[config.mk]
export PLATFORM = sky130hd
export DESIGN_NAME = pll_seq_ctrl
export DESIGN_NICKNAME = d
export VERILOG_FILES = /design/src/rtl/pll_seq_pkg.sv /design/src/rtl/pll_seq_div.sv /design/src/rtl/pll_seq_synth.sv /design/src/rtl/pll_seq_fsm.sv /design/src/rtl/pll_seq_regs.sv /design/src/rtl/pll_seq_ctrl.sv
export SDC_FILE = /design/constraint.sdc
export NUM_CORES = 1
export LEC_CHECK = 0
export BUFFER_PORTS_ARGS = -buffer_cell sky130_fd_sc_hd__buf_2
export CAP_MARGIN = 10
export CORE_MARGIN = 2
export CORE_UTILIZATION = 45
export DETAILED_ROUTE_END_ITERATION = 8
export PLACE_DENSITY = 0.69
export SLEW_MARGIN = 20
export SYNTH_ARGS = -nofsm -noshare
export SYNTH_HDL_FRONTEND = slang
export SYNTH_SLANG_ARGS = --single-unit
[constraint.sdc]
create_clock -name clk -period 18.82 [get_ports clk]
set_input_delay 3.764 -clock clk [delete_from_list [all_inputs] [get_ports clk]]
set_output_delay 3.764 -clock clk [all_outputs]
set_load 0.005 [all_outputs]
[src/rtl/pll_seq_pkg.sv]
package pll_seq_pkg;

   typedef enum logic [1:0] {
      ST_BYP     = 2'd0,
      ST_LOCKING = 2'd1,
      ST_LOCKED  = 2'd2
   } seq_state_t;

   localparam int ADDR_W = 3;
   localparam int DATA_W = 32;

   localparam logic [2:0] CODE_BYP  = 3'h4;
   localparam logic [2:0] CODE_LOCK = 3'h7;

   localparam logic [ADDR_W-1:0] A_MODE   = 3'd0;
   localparam logic [ADDR_W-1:0] A_FB     = 3'd1;
   localparam logic [ADDR_W-1:0] A_BYPDIV = 3'd2;
   localparam logic [ADDR_W-1:0] A_POST   = 3'd3;
   localparam logic [ADDR_W-1:0] A_LTIME  = 3'd4;
   localparam logic [ADDR_W-1:0] A_STAT   = 3'd5;

   localparam int FB_DIV_LSB = 16;
   localparam int ACK_BIT    = 31;

endpackage

[src/rtl/pll_seq_div.sv]
module pll_seq_div #(
   parameter int W = 4
) (
   input  logic         clk,
   input  logic         rst,
   input  logic         ev,
   input  logic [W-1:0] ratio,
   output logic         tick
);

   logic [W-1:0] cnt_q;

   // ratio may drop below the running count; >= keeps it from stalling
   assign tick = ev && (cnt_q >= ratio);

   always_ff @(posedge clk) begin
      if (rst) begin
         cnt_q <= '0;
      end else if (ev) begin
         cnt_q <= tick ? '0 : cnt_q + 1'b1;
      end
   end

endmodule

[src/rtl/pll_seq_synth.sv]
module pll_seq_synth #(
   parameter int MULT_W = 11,
   parameter int DIV_W  = 7
) (
   input  logic              clk,
   input  logic              rst,
   input  logic              ref_en,
   input  logic [MULT_W-1:0] mult,
   input  logic [DIV_W-1:0]  div,
   output logic              ev
);

   localparam int ACC_W = ((MULT_W > DIV_W) ? MULT_W : DIV_W) + 2;

   logic [ACC_W-1:0] acc_q, sum, den, rem, acc_d;

   always_comb begin
      sum = acc_q + (ref_en ? ACC_W'(mult) : '0);
      den = ACC_W'(div) + 1'b1;
      ev  = (sum >= den);
      rem = ev ? (sum - den) : sum;
      // rate is capped at one event per cycle; keep the residue bounded
      acc_d = (rem >= den) ? (den - 1'b1) : rem;
   end

   always_ff @(posedge clk) begin
      if (rst) acc_q <= '0;
      else     acc_q <= acc_d;
   end

endmodule

[src/rtl/pll_seq_fsm.sv]
module pll_seq_fsm
   import pll_seq_pkg::*;
#(
   parameter int LT_W = 16
) (
   input  logic            clk,
   input  logic            rst,
   input  logic            ref_en,
   input  logic            mode_wr,
   input  logic [2:0]      mode_code,
   input  logic [LT_W-1:0] lock_time,
   output seq_state_t      state,
   output logic            src_switch
);

   seq_state_t      st_q, st_d;
   logic [LT_W-1:0] cnt_q, cnt_d;

   always_comb begin
      st_d  = st_q;
      cnt_d = cnt_q;
      unique case (st_q)
         ST_BYP: begin
            if (mode_wr && mode_code == CODE_LOCK) begin
               st_d  = ST_LOCKING;
               cnt_d = '0;
            end
         end
         ST_LOCKING: begin
            if (mode_wr && mode_code == CODE_BYP)  st_d  = ST_BYP;
            else if (cnt_q >= lock_time)           st_d  = ST_LOCKED;
            else if (ref_en)                       cnt_d = cnt_q + 1'b1;
         end
         ST_LOCKED: begin
            if (mode_wr && mode_code == CODE_BYP)  st_d  = ST_BYP;
         end
         default: st_d = ST_BYP;
      endcase
   end

   assign src_switch = (st_d == ST_LOCKED) != (st_q == ST_LOCKED);
   assign state      = st_q;

   always_ff @(posedge clk) begin
      if (rst) begin
         st_q  <= ST_BYP;
         cnt_q <= '0;
      end else begin
         st_q  <= st_d;
         cnt_q <= cnt_d;
      end
   end

   a_r1_reset_bypass: assert property (@(posedge clk) disable iff (rst)
      $past(rst) |-> st_q == ST_BYP);

   a_r2_lock_after_timer: assert property (@(posedge clk) disable iff (rst)
      $rose(st_q == ST_LOCKED) |-> $past(cnt_q) >= $past(lock_time));

   a_r6_bypass_next: assert property (@(posedge clk) disable iff (rst)
      (mode_wr && mode_code == CODE_BYP) |=> st_q == ST_BYP);

   a_r10_bad_code_kept: assert property (@(posedge clk) disable iff (rst)
      (mode_wr && mode_code != CODE_BYP && mode_code != CODE_LOCK && st_q != ST_LOCKING)
      |=> st_q == $past(st_q));

endmodule

[src/rtl/pll_seq_regs.sv]
module pll_seq_regs
   import pll_seq_pkg::*;
#(
   parameter int MULT_W   = 11,
   parameter int DIV_W    = 7,
   parameter int N2_W     = 4,
   parameter int M2_W     = 5,
   parameter int LT_W     = 16,
   parameter int LT_RESET = 16
) (
   input  logic              clk,
   input  logic              rst,
   input  logic              wr_en,
   input  logic [ADDR_W-1:0] addr,
   input  logic [DATA_W-1:0] wr_data,
   input  seq_state_t        state,
   input  logic              out_edge,
   output logic [DATA_W-1:0] rd_data,
   output logic              mode_wr,
   output logic [2:0]        mode_code,
   output logic [MULT_W-1:0] mult,
   output logic [DIV_W-1:0]  div,
   output logic [N2_W-1:0]   n2,
   output logic [M2_W-1:0]   m2_act,
   output logic [LT_W-1:0]   lock_time
);

   logic [MULT_W-1:0] mult_q;
   logic [DIV_W-1:0]  div_q;
   logic [N2_W-1:0]   n2_q;
   logic [M2_W-1:0]   m2_pend_q, m2_act_q;
   logic [LT_W-1:0]   lt_q;
   logic              pend_q, ack_q;
   logic              cfg_open, wr_fb, wr_m2, apply;
   logic              unused_wdata;

   assign cfg_open  = (state == ST_BYP);
   assign mode_wr   = wr_en && (addr == A_MODE);
   assign mode_code = wr_data[2:0];
   assign wr_fb     = wr_en && (addr == A_FB) && cfg_open;
   assign wr_m2     = wr_en && (addr == A_POST);
   // running synthesized clock: swap ratio only on a period boundary
   assign apply     = pend_q && ((state != ST_LOCKED) || out_edge);

   assign unused_wdata = ^wr_data;

   always_ff @(posedge clk) begin
      if (rst) begin
         mult_q    <= MULT_W'(1);
         div_q     <= '0;
         n2_q      <= '0;
         lt_q      <= LT_W'(LT_RESET);
         m2_pend_q <= '0;
         m2_act_q  <= '0;
         pend_q    <= 1'b0;
         ack_q     <= 1'b0;
      end else begin
         if (wr_fb) begin
            mult_q <= wr_data[MULT_W-1:0];
            div_q  <= wr_data[FB_DIV_LSB +: DIV_W];
         end
         if (wr_en && addr == A_BYPDIV) n2_q <= wr_data[N2_W-1:0];
         if (wr_en && addr == A_LTIME)  lt_q <= wr_data[LT_W-1:0];
         if (apply) begin
            m2_act_q <= m2_pend_q;
            ack_q    <= ~ack_q;
         end
         if (wr_m2) begin
            m2_pend_q <= wr_data[M2_W-1:0];
            pend_q    <= 1'b1;
         end else if (apply) begin
            pend_q <= 1'b0;
         end
      end
   end

   always_comb begin
      rd_data = '0;
      unique case (addr)
         A_MODE:   rd_data[2:0] = (state == ST_BYP) ? CODE_BYP : CODE_LOCK;
         A_FB: begin
            rd_data[MULT_W-1:0]         = mult_q;
            rd_data[FB_DIV_LSB +: DIV_W] = div_q;
         end
         A_BYPDIV: rd_data[N2_W-1:0] = n2_q;
         A_POST: begin
            rd_data[M2_W-1:0] = m2_pend_q;
            rd_data[ACK_BIT]  = ack_q;
         end
         A_LTIME:  rd_data[LT_W-1:0] = lt_q;
         A_STAT: begin
            rd_data[0] = (state != ST_LOCKED);
            rd_data[1] = (state == ST_LOCKED);
         end
         default:  rd_data = '0;
      endcase
   end

   assign mult      = mult_q;
   assign div       = div_q;
   assign n2        = n2_q;
   assign m2_act    = m2_act_q;
   assign lock_time = lt_q;

   a_r7_fb_frozen: assert property (@(posedge clk) disable iff (rst)
      (state != ST_BYP) |=> ($stable(mult_q) && $stable(div_q)));

   a_r8_ack_carries_pending: assert property (@(posedge clk) disable iff (rst)
      (ack_q != $past(ack_q)) |-> (m2_act_q == $past(m2_pend_q)));

   a_r8_ack_on_boundary: assert property (@(posedge clk) disable iff (rst)
      (ack_q != $past(ack_q)) |-> ($past(state) != ST_LOCKED || $past(out_edge)));

endmodule

[src/rtl/pll_seq_ctrl.sv]
module pll_seq_ctrl
   import pll_seq_pkg::*;
#(
   parameter int MULT_W   = 11,
   parameter int DIV_W    = 7,
   parameter int N2_W     = 4,
   parameter int M2_W     = 5,
   parameter int LT_W     = 16,
   parameter int LT_RESET = 16,
   parameter int HOLD_CYC = 4
) (
   input  logic              clk,
   input  logic              rst,
   input  logic              ref_en,
   input  logic              wr_en,
   input  logic [2:0]        addr,
   input  logic [31:0]       wr_data,
   output logic [31:0]       rd_data,
   output logic              clk_pulse
);

   if (MULT_W < 1 || MULT_W > FB_DIV_LSB) begin : g_bad_mult
      $error("MULT_W must lie in 1..16");
   end
   if (DIV_W < 1 || DIV_W > DATA_W - FB_DIV_LSB - 1) begin : g_bad_div
      $error("DIV_W must lie in 1..15");
   end
   if (N2_W < 1 || N2_W > 16) begin : g_bad_n2
      $error("N2_W must lie in 1..16");
   end
   if (M2_W < 1 || M2_W > ACK_BIT) begin : g_bad_m2
      $error("M2_W must lie in 1..31");
   end
   if (LT_W < 1 || LT_W > 31) begin : g_bad_lt
      $error("LT_W must lie in 1..31");
   end
   if (HOLD_CYC < 0) begin : g_bad_hold
      $error("HOLD_CYC must not be negative");
   end

   seq_state_t        state;
   logic              src_switch, mode_wr;
   logic [2:0]        mode_code;
   logic [MULT_W-1:0] mult;
   logic [DIV_W-1:0]  div;
   logic [N2_W-1:0]   n2;
   logic [M2_W-1:0]   m2_act;
   logic [LT_W-1:0]   lock_time;
   logic              syn_ev, syn_tick, byp_tick, raw_tick, sel_synth;
   logic              pulse_q;

   pll_seq_regs #(
      .MULT_W(MULT_W), .DIV_W(DIV_W), .N2_W(N2_W),
      .M2_W(M2_W), .LT_W(LT_W), .LT_RESET(LT_RESET)
   ) u_regs (
      .clk(clk), .rst(rst), .wr_en(wr_en), .addr(addr), .wr_data(wr_data),
      .state(state), .out_edge(syn_tick), .rd_data(rd_data),
      .mode_wr(mode_wr), .mode_code(mode_code), .mult(mult), .div(div),
      .n2(n2), .m2_act(m2_act), .lock_time(lock_time)
   );

   pll_seq_fsm #(.LT_W(LT_W)) u_fsm (
      .clk(clk), .rst(rst), .ref_en(ref_en), .mode_wr(mode_wr),
      .mode_code(mode_code), .lock_time(lock_time),
      .state(state), .src_switch(src_switch)
   );

   pll_seq_synth #(.MULT_W(MULT_W), .DIV_W(DIV_W)) u_synth (
      .clk(clk), .rst(rst), .ref_en(ref_en), .mult(mult), .div(div), .ev(syn_ev)
   );

   pll_seq_div #(.W(M2_W)) u_post_div (
      .clk(clk), .rst(rst), .ev(syn_ev), .ratio(m2_act), .tick(syn_tick)
   );

   pll_seq_div #(.W(N2_W)) u_byp_div (
      .clk(clk), .rst(rst), .ev(ref_en), .ratio(n2), .tick(byp_tick)
   );

   assign sel_synth = (state == ST_LOCKED);
   assign raw_tick  = sel_synth ? syn_tick : byp_tick;

   if (HOLD_CYC > 0) begin : g_hold
      localparam int HW = $clog2(HOLD_CYC + 1);
      logic [HW-1:0] hold_q;

      always_ff @(posedge clk) begin
         if (rst) begin
            hold_q  <= '0;
            pulse_q <= 1'b0;
         end else begin
            if (src_switch)        hold_q <= HW'(HOLD_CYC);
            else if (hold_q != '0) hold_q <= hold_q - 1'b1;
            pulse_q <= raw_tick && !src_switch && (hold_q == '0);
         end
      end

      a_r11_quiet_in_hold: assert property (@(posedge clk) disable iff (rst)
         (hold_q != '0) |=> !pulse_q);
   end else begin : g_nohold
      always_ff @(posedge clk) begin
         if (rst) pulse_q <= 1'b0;
         else     pulse_q <= raw_tick && !src_switch;
      end
   end

   assign clk_pulse = pulse_q;

   a_r11_quiet_on_switch: assert property (@(posedge clk) disable iff (rst)
      src_switch |=> !clk_pulse);

   a_r3_status_exclusive: assert property (@(posedge clk) disable iff (rst)
      (addr == A_STAT) |-> $onehot(rd_data[1:0]));

endmodule

* Word-level counts from Yosys, hierarchy flattened
Cells that the tools add are included.
** Operators by class
- Reduce and logical (&&, ||, !) cells :: 24
- Shifts and indexed selects :: 0
- Multiply operators :: 0
- $lt $le $gt $ge :: 5
- Add/sub/neg operators :: 8
- Bitwise logic cells :: 1
- Div/mod/pow operators :: 0
- Equality and inequality tests :: 16
- Muxes and demuxes :: 29
** Operator list (count)
- 2-to-1 mux 16 bit :: 4
- one-hot mux 16 bit (2 select lines) :: 1
- >= comparator 13 bit :: 2
- 2-to-1 mux 13 bit :: 2
- adder 16 x 1 -> 16 bit (second input constant) :: 1
- >= comparator 16 bit :: 1
- adder 13 bit :: 1
- logical AND 1 bit :: 13
- subtractor 13 x 1 -> 13 bit (second input constant) :: 1
- subtractor 13 bit :: 1
- equality test 3 bit (second input constant) :: 4
- one-hot mux 2 bit (6 select lines) :: 1
- one-hot mux 6 bit (2 select lines) :: 1
- 2-to-1 mux 11 bit :: 1
- 2-to-1 mux 2 bit :: 5
- 2-to-1 mux 5 bit :: 2
- adder 7 x 1 -> 8 bit (second input constant) :: 1
- != test 2 bit (second input constant) :: 4
- 2-to-1 mux 7 bit :: 1
- equality test 3 x 2 -> 1 bit (second input constant) :: 2
- zero test 3 bit :: 2
- 2-to-1 mux 3 bit :: 2
- one-hot mux 2 bit (3 select lines) :: 1
- nonzero test 2 bit :: 3
- 22 further kinds :: 26
** Word-level totals
- Input port bits :: 39
- Latch bits :: 0
- Memory bits (read-only) :: 0
- Memories :: 0
- Bits in registers :: 94
- Word-level logic and storage cells :: 99
- Memory bits (writable) :: 0

* Logic depth before layout (Yosys ltp)
- Word-level depth :: 10
- Mapped depth :: 30
- Mapped depth without buffers :: 25

* Modules after synthesis
A second synthesis with hierarchy kept.
** Second synthesis, totals
- Cell total of the unflattened synthesis :: 795
- Area total of the unflattened synthesis :: 6765.2 µm²
** By module, submodules not included
- pll_seq_regs :: cells each 288, times used 1, sequential area each 1001.0 µm², area an instance 2426.1 µm²
- pll_seq_synth :: cells each 237, times used 1, sequential area each 260.2 µm², area an instance 2044.5 µm²
- pll_seq_fsm :: cells each 169, times used 1, sequential area each 360.3 µm², area an instance 1365.1 µm²
- pll_seq_div (u_post_div) :: cells each 44, times used 1, sequential area each 100.1 µm², area an instance 390.4 µm²
- pll_seq_div (u_byp_div) :: cells each 35, times used 1, sequential area each 80.1 µm², area an instance 322.8 µm²
- pll_seq_ctrl :: cells each 22, times used 1, sequential area each 80.1 µm², area an instance 216.5 µm²

* Worst setup path before layout
Ideal clock, no wire load.
- Kind :: input to register
- From :: input ref_en
- To :: register u_synth.acc_q[1]
- Path slack :: 9.774 ns
- Path buffers :: 4
- Arrival :: 8.976 ns
- Setup time :: 0.070 ns
- Data required time :: 18.750 ns
- Stages on the path :: 28
- Cell sequence :: clkbuf_1 clkbuf_1 and2_1 ha_1 a211oi_2 nor2_1 o21ai_0 nand2_1 xor2_1 ha_1 or4_1 a31oi_1 nand3_1 nand2_1 nand2_1 nor3b_2 buf_6 mux2_2 ha_1 a21o_1 a31oi_1 o21ai_0 a211oi_1 o221ai_1 nor3_2 buf_2 o21ai_0 a21oi_1
** Between the ends
- Word-level cells in the longest chain between the ends :: 6
- Elaborated cells between the ends (all ways) :: 7
- Those cells by class :: 2 x add/sub; 2 x order compare; 3 x mux
** Ends and longest elaborated chain
- from (decl) :: line pll_seq_ctrl.sv:14 : input logic ref_en,
- 2-to-1 mux 11 bit (*) :: line pll_seq_synth.sv:18 : sum = acc_q + (ref_en ? ACC_W'(mult) : '0);
- adder 13 bit (*) :: line pll_seq_synth.sv:18
- subtractor 13 bit or >= comparator 13 bit (tied branches) :: line pll_seq_synth.sv:21, pll_seq_synth.sv:20
- 2-to-1 mux 13 bit (*) :: line pll_seq_synth.sv:21 : rem = ev ? (sum - den) : sum;
- >= comparator 13 bit :: line pll_seq_synth.sv:23 : acc_d = (rem >= den) ? (den - 1'b1) : rem;
- 2-to-1 mux 13 bit (*) :: line pll_seq_synth.sv:23
- to (signal assigned) :: line pll_seq_synth.sv:27 : if (rst) acc_q <= '0;
- to (signal assigned) :: line pll_seq_synth.sv:28 : else acc_q <= acc_d;
- to (decl) :: line pll_seq_synth.sv:15 : logic [ACC_W-1:0] acc_q, sum, den, rem, acc_d;
Every way passes the cells marked *; elsewhere a longest branch is shown, timed or not.
A chain may end at the register's enable or synchronous reset.

* Worst setup path after layout
- From :: input ref_en
- To :: register u_synth.acc_q[2]
The elaborated chain is that of the path after synthesis.

==> run_results.csv <==
group,metric,value,unit
status,outcome,"completed",
clock_tree,cts_tree,"done",
power_and_ir_drop,clockPowerShare,29.6,%
sta,drv_slew,0,
clock_tree,post_cts_resized,0,
power_and_ir_drop,switching_share,34.2,%
logic_synthesis,synthArstFlopShare,0,%
logic_synthesis,synth.yosys.seq_area_share,29.7,%
clock_tree,cts_inserted_buffers,9,
detailed_routing,drt_iter0_drc,301,
global_routing,gr-usage-all-layers,20.7,%
global_routing,grt_pass1_wl,25000,um
hold_path,hold_start,"u_regs.lock_time[2]",
power_and_ir_drop,combPwrFrac,36.3,%
sta,tns,0,ns
clock_tree,htree_levels,3,
sta,finalCritPeriodShare,52.7,%
hold_path,hold_depth,2,
layout,regArea,0.00188,mm^2
detailed_routing,wire_per_inst,15.1,um
power_and_ir_drop,power.leakage,3.02,nW
global_routing,grt_pass1_vias,5211,
placement,dp_hpwl,11600,um
clock_tree,cts_num_sinks,94,
clock_tree,postCtsHoldBufs,0,
power_and_ir_drop,p_switching,0.000213,W
hold_path,hold_end,"u_regs.lock_time[2]",
layout,area_growth,10.1,%
clock_tree,clockBufferDepth,2,
floorplan,floorplan.initialDensity,45.8,%
layout,final_core_util,50.4,%
logic_synthesis,synth_ff_type,"dfxtp_1",
global_routing,antenna_found_initial,0,
setup_path,required,19.05,ns
setup_path,path_class,"in2reg",
setup_path,endpoint_kind,"register",
sta,final.min_clock_period,9.91,ns
setup_path,reg2reg_depth,25,
setup_path,r2r_start,"u_regs.mult[0]",
sta,max_slew.worst_pin.slew,0.867,ns
layout,diodes,0,
logic_synthesis,synth_cell_type_count,68,
floorplan,io-pin-count,72,
global_routing,grt_overflow_total,0,
detailed_routing,ant_nets,0,
power_and_ir_drop,seq_power_share,34.1,%
global_routing,grt_max_degree,65,
detailed_routing,dr.pass1.iters,5,
detailed_routing,wirelength,15300,um
floorplan,core.rowCount,43,
flow_run,cap_violations,0,
clock_tree,insertion_delay,0.34,ns
setup_path,critPathArrivalTime,10.14,ns
clock_tree,cts_setup_buffers,0,
power_and_ir_drop,vdd_drop_max,0.0627,mV
clock_tree,cts-root-buf,"clkbuf_16",
setup_path,critPathMaxFanout,21,
setup_path,r2r_end,"u_synth.acc_q[2]",
setup_path,reg2reg_slack,12.26,ns
logic_synthesis,synth_edf_count,0,
floorplan,die_h,123,um
logic_synthesis,ys_seq_elements,94,
sta,maxSlewHeadroom,42.1,%
sta,setup-violations-final,0,
power_and_ir_drop,intPower,0.000409,W
sta,hold_violations,0,
floorplan,fp.dieArea,0.0150,mm^2
detailed_routing,dr_total_vias,5646,
placement,numPortBuffers,54,
logic_synthesis,yosysWarningCount,0,
floorplan,die_w,123,um
logic_synthesis,netlist_area,0.00633,mm^2
power_and_ir_drop,pwr_density_cell,89.2,mW/mm^2
placement,place.gp.congestion,0.847,
layout,drive_above_1_share,10.8,%
setup_path,worst_setup_path_start_kind,"input port",
sta,max_freq,101,MHz
hold_path,min_path_type,"reg2reg",
clock_tree,clk_pin_slew,0.07,ns
sta,finalClockSkew,0.00769,ns
logic_synthesis,avgSynthCellArea,7.97,um^2
detailed_routing,via_per_inst,5.57,
logic_synthesis,synthCells,795,
layout,fill_cells,1368,
sta,rsz0062_at_grt,"false",
detailed_routing,drc_errors,0,
layout,fin_nets,929,
floorplan,core-area,0.0138,mm^2
layout,multiInputGateArea,0.00409,mm^2
-- stage by stage --
step / total power (W) / hold slack, ns / instances / worst slack, ns / area, um^2
4_1_cts: 0.000624 / 0.456 / 1014 / 8.96 / 6970
3_5_place_dp: 0.000440 / 0.446 / 998 / 8.62 / 6670
3_3_place_gp: 0.000435 / 0.443 / 998 / 8.64 / 6670
2_1_floorplan: 0.000399 / 0.435 / 802 / 9.77 / 6360
5_1_grt: 0.000661 / 0.472 / 1014 / 8.38 / 6970
6_report: 0.000622 / 0.456 / 1014 / 8.91 / 6970
-- metal layers --
metal	routed length (um)	vias to the layer above	global-route usage, %
li1	-	2877	-
met4	222	0	5.82
met5	0	-	0
met1	7270	2638	27.7
met2	7210	114	35.0
met3	573	17	2.65
-- flip-flops by register name, indices dropped and copies added, names as in the netlist --
signal and flops:
u_post_div.cnt_q 5, u_regs.pend_q 1, u_regs.lock_time 16, u_regs.m2_act 5
u_synth.acc_q 13, u_regs.n2 4, u_fsm.state 2, u_regs.ack_q 1
u_fsm.cnt_q 16, u_regs.m2_pend_q 5, u_regs.div 7, g_hold.hold_q 3
u_byp_div.cnt_q 4, clk_pulse 1, u_regs.mult 11
-- worst max-delay path by stage --
stage | from | end | cells after the start
after floorplan | ref_en | u_synth.acc_q[1] | 28
after global placement | ref_en | u_synth.acc_q[2] | 26
after detailed placement | ref_en | u_synth.acc_q[2] | 26
after CTS | ref_en | u_synth.acc_q[2] | 26
after global routing | ref_en | u_synth.acc_q[2] | 26
final | ref_en | u_synth.acc_q[2] | 26
-- worst max-delay path, cell delays in order --
cell and delay, ns:
buf_2 0.22, and2_1 0.19, ha_1 0.23, fa_1 0.46, a211oi_2 0.33, o21ai_0 0.14, a21oi_1 0.21, xnor2_1 0.12
ha_1 0.23, or4_1 0.53, a31oi_1 0.17, nand3_1 0.13, nand2_1 0.11, nand2_1 0.07, nor3b_2 0.19, buf_4 0.30
mux2_2 0.39, ha_1 0.27, nand2b_1 0.16, a31oi_1 0.16, o21ai_0 0.13, a211oi_1 0.26, o221ai_1 0.19, nor3_2 0.64
nor2_1 0.25, a22o_1 0.30
-- Yosys cell counts (14+ instances only) --
library cell | number | area share [%]
clkbuf_1 | 27 | 1.6
o21ai_0 | 26 | 2.1
a21oi_1 | 84 | 6.6
nand3_1 | 21 | 1.7
and2_1 | 15 | 1.5
ha_1 | 59 | 12
a21o_1 | 21 | 2.5
nor2_1 | 51 | 3.0
nand2_1 | 116 | 6.9
mux2i_1 | 20 | 3.2
dfxtp_1 | 94 | 30
inv_1 | 47 | 2.8
xor2_1 | 14 | 1.9
and3_1 | 19 | 1.9
-- cell type report --
class	count	share of cell area, %
Inverter	49	2.64
Sequential cell	94	27.0
Timing Repair Buffer	57	4.20
Clock buffer	12	3.68
Multi-Input combinational cell	618	58.6
Clock inverter	4	0.646
Tap cell	180	3.23
-- power by group through the flow --
stage | Clock [W] | Combinational [W] | Sequential, W
finish | 0.000184 | 0.000226 | 0.000212
global route | 0.000195 | 0.000253 | 0.000213
CTS | 0.000187 | 0.000225 | 0.000212
detailed placement | 0 | 0.000224 | 0.000216
global placement | 0 | 0.000218 | 0.000216
floorplan | 0 | 0.000184 | 0.000215
-- cells by family (layout without fill, tap and decap cells) --
family                     count (synthesis)  count (layout)  synth area share (%)
AOI/OAI and AO/OA                        205             205                  21.4
other                                      1               8                0.0592
adders and majority gates                 61              61                  12.3
muxes                                     27              27                  4.46
xor gates and xnor gates                  25              25                  3.46
and+or+nand+nor                          292             292                  22.5
DFF                                       94              94                  29.7
buffers and inverters                     90             122                  6.16
-- cells in the final DEF (no fill, tap or decap), types with 3 or more instances in the layout --
cell	count
nand2_1	116
dfxtp_1	94
a21oi_1	84
ha_1	59
buf_2	54
nor2_1	51
inv_1	47
o21ai_0	26
nand3_1	21
a21o_1	21
mux2i_1	20
and3_1	19
and2_1	15
xor2_1	14
or4_1	13
xnor2_1	11
o211ai_1	9
nor3_1	9
a22o_1	9
clkbuf_16	9
nor2b_1	8
a211oi_1	8
nand4_1	8
conb_1	8
nand2b_1	7
or3_1	7
mux2_2	6
o31ai_1	6
a31oi_1	5
o21a_1	5
a211oi_2	4
nor4_1	4
o21ai_1	3
a22oi_1	3
nor3b_1	3
nor4b_1	3
clkinv_2	3
buf_4	3
(Power assumes the default switching activity.)
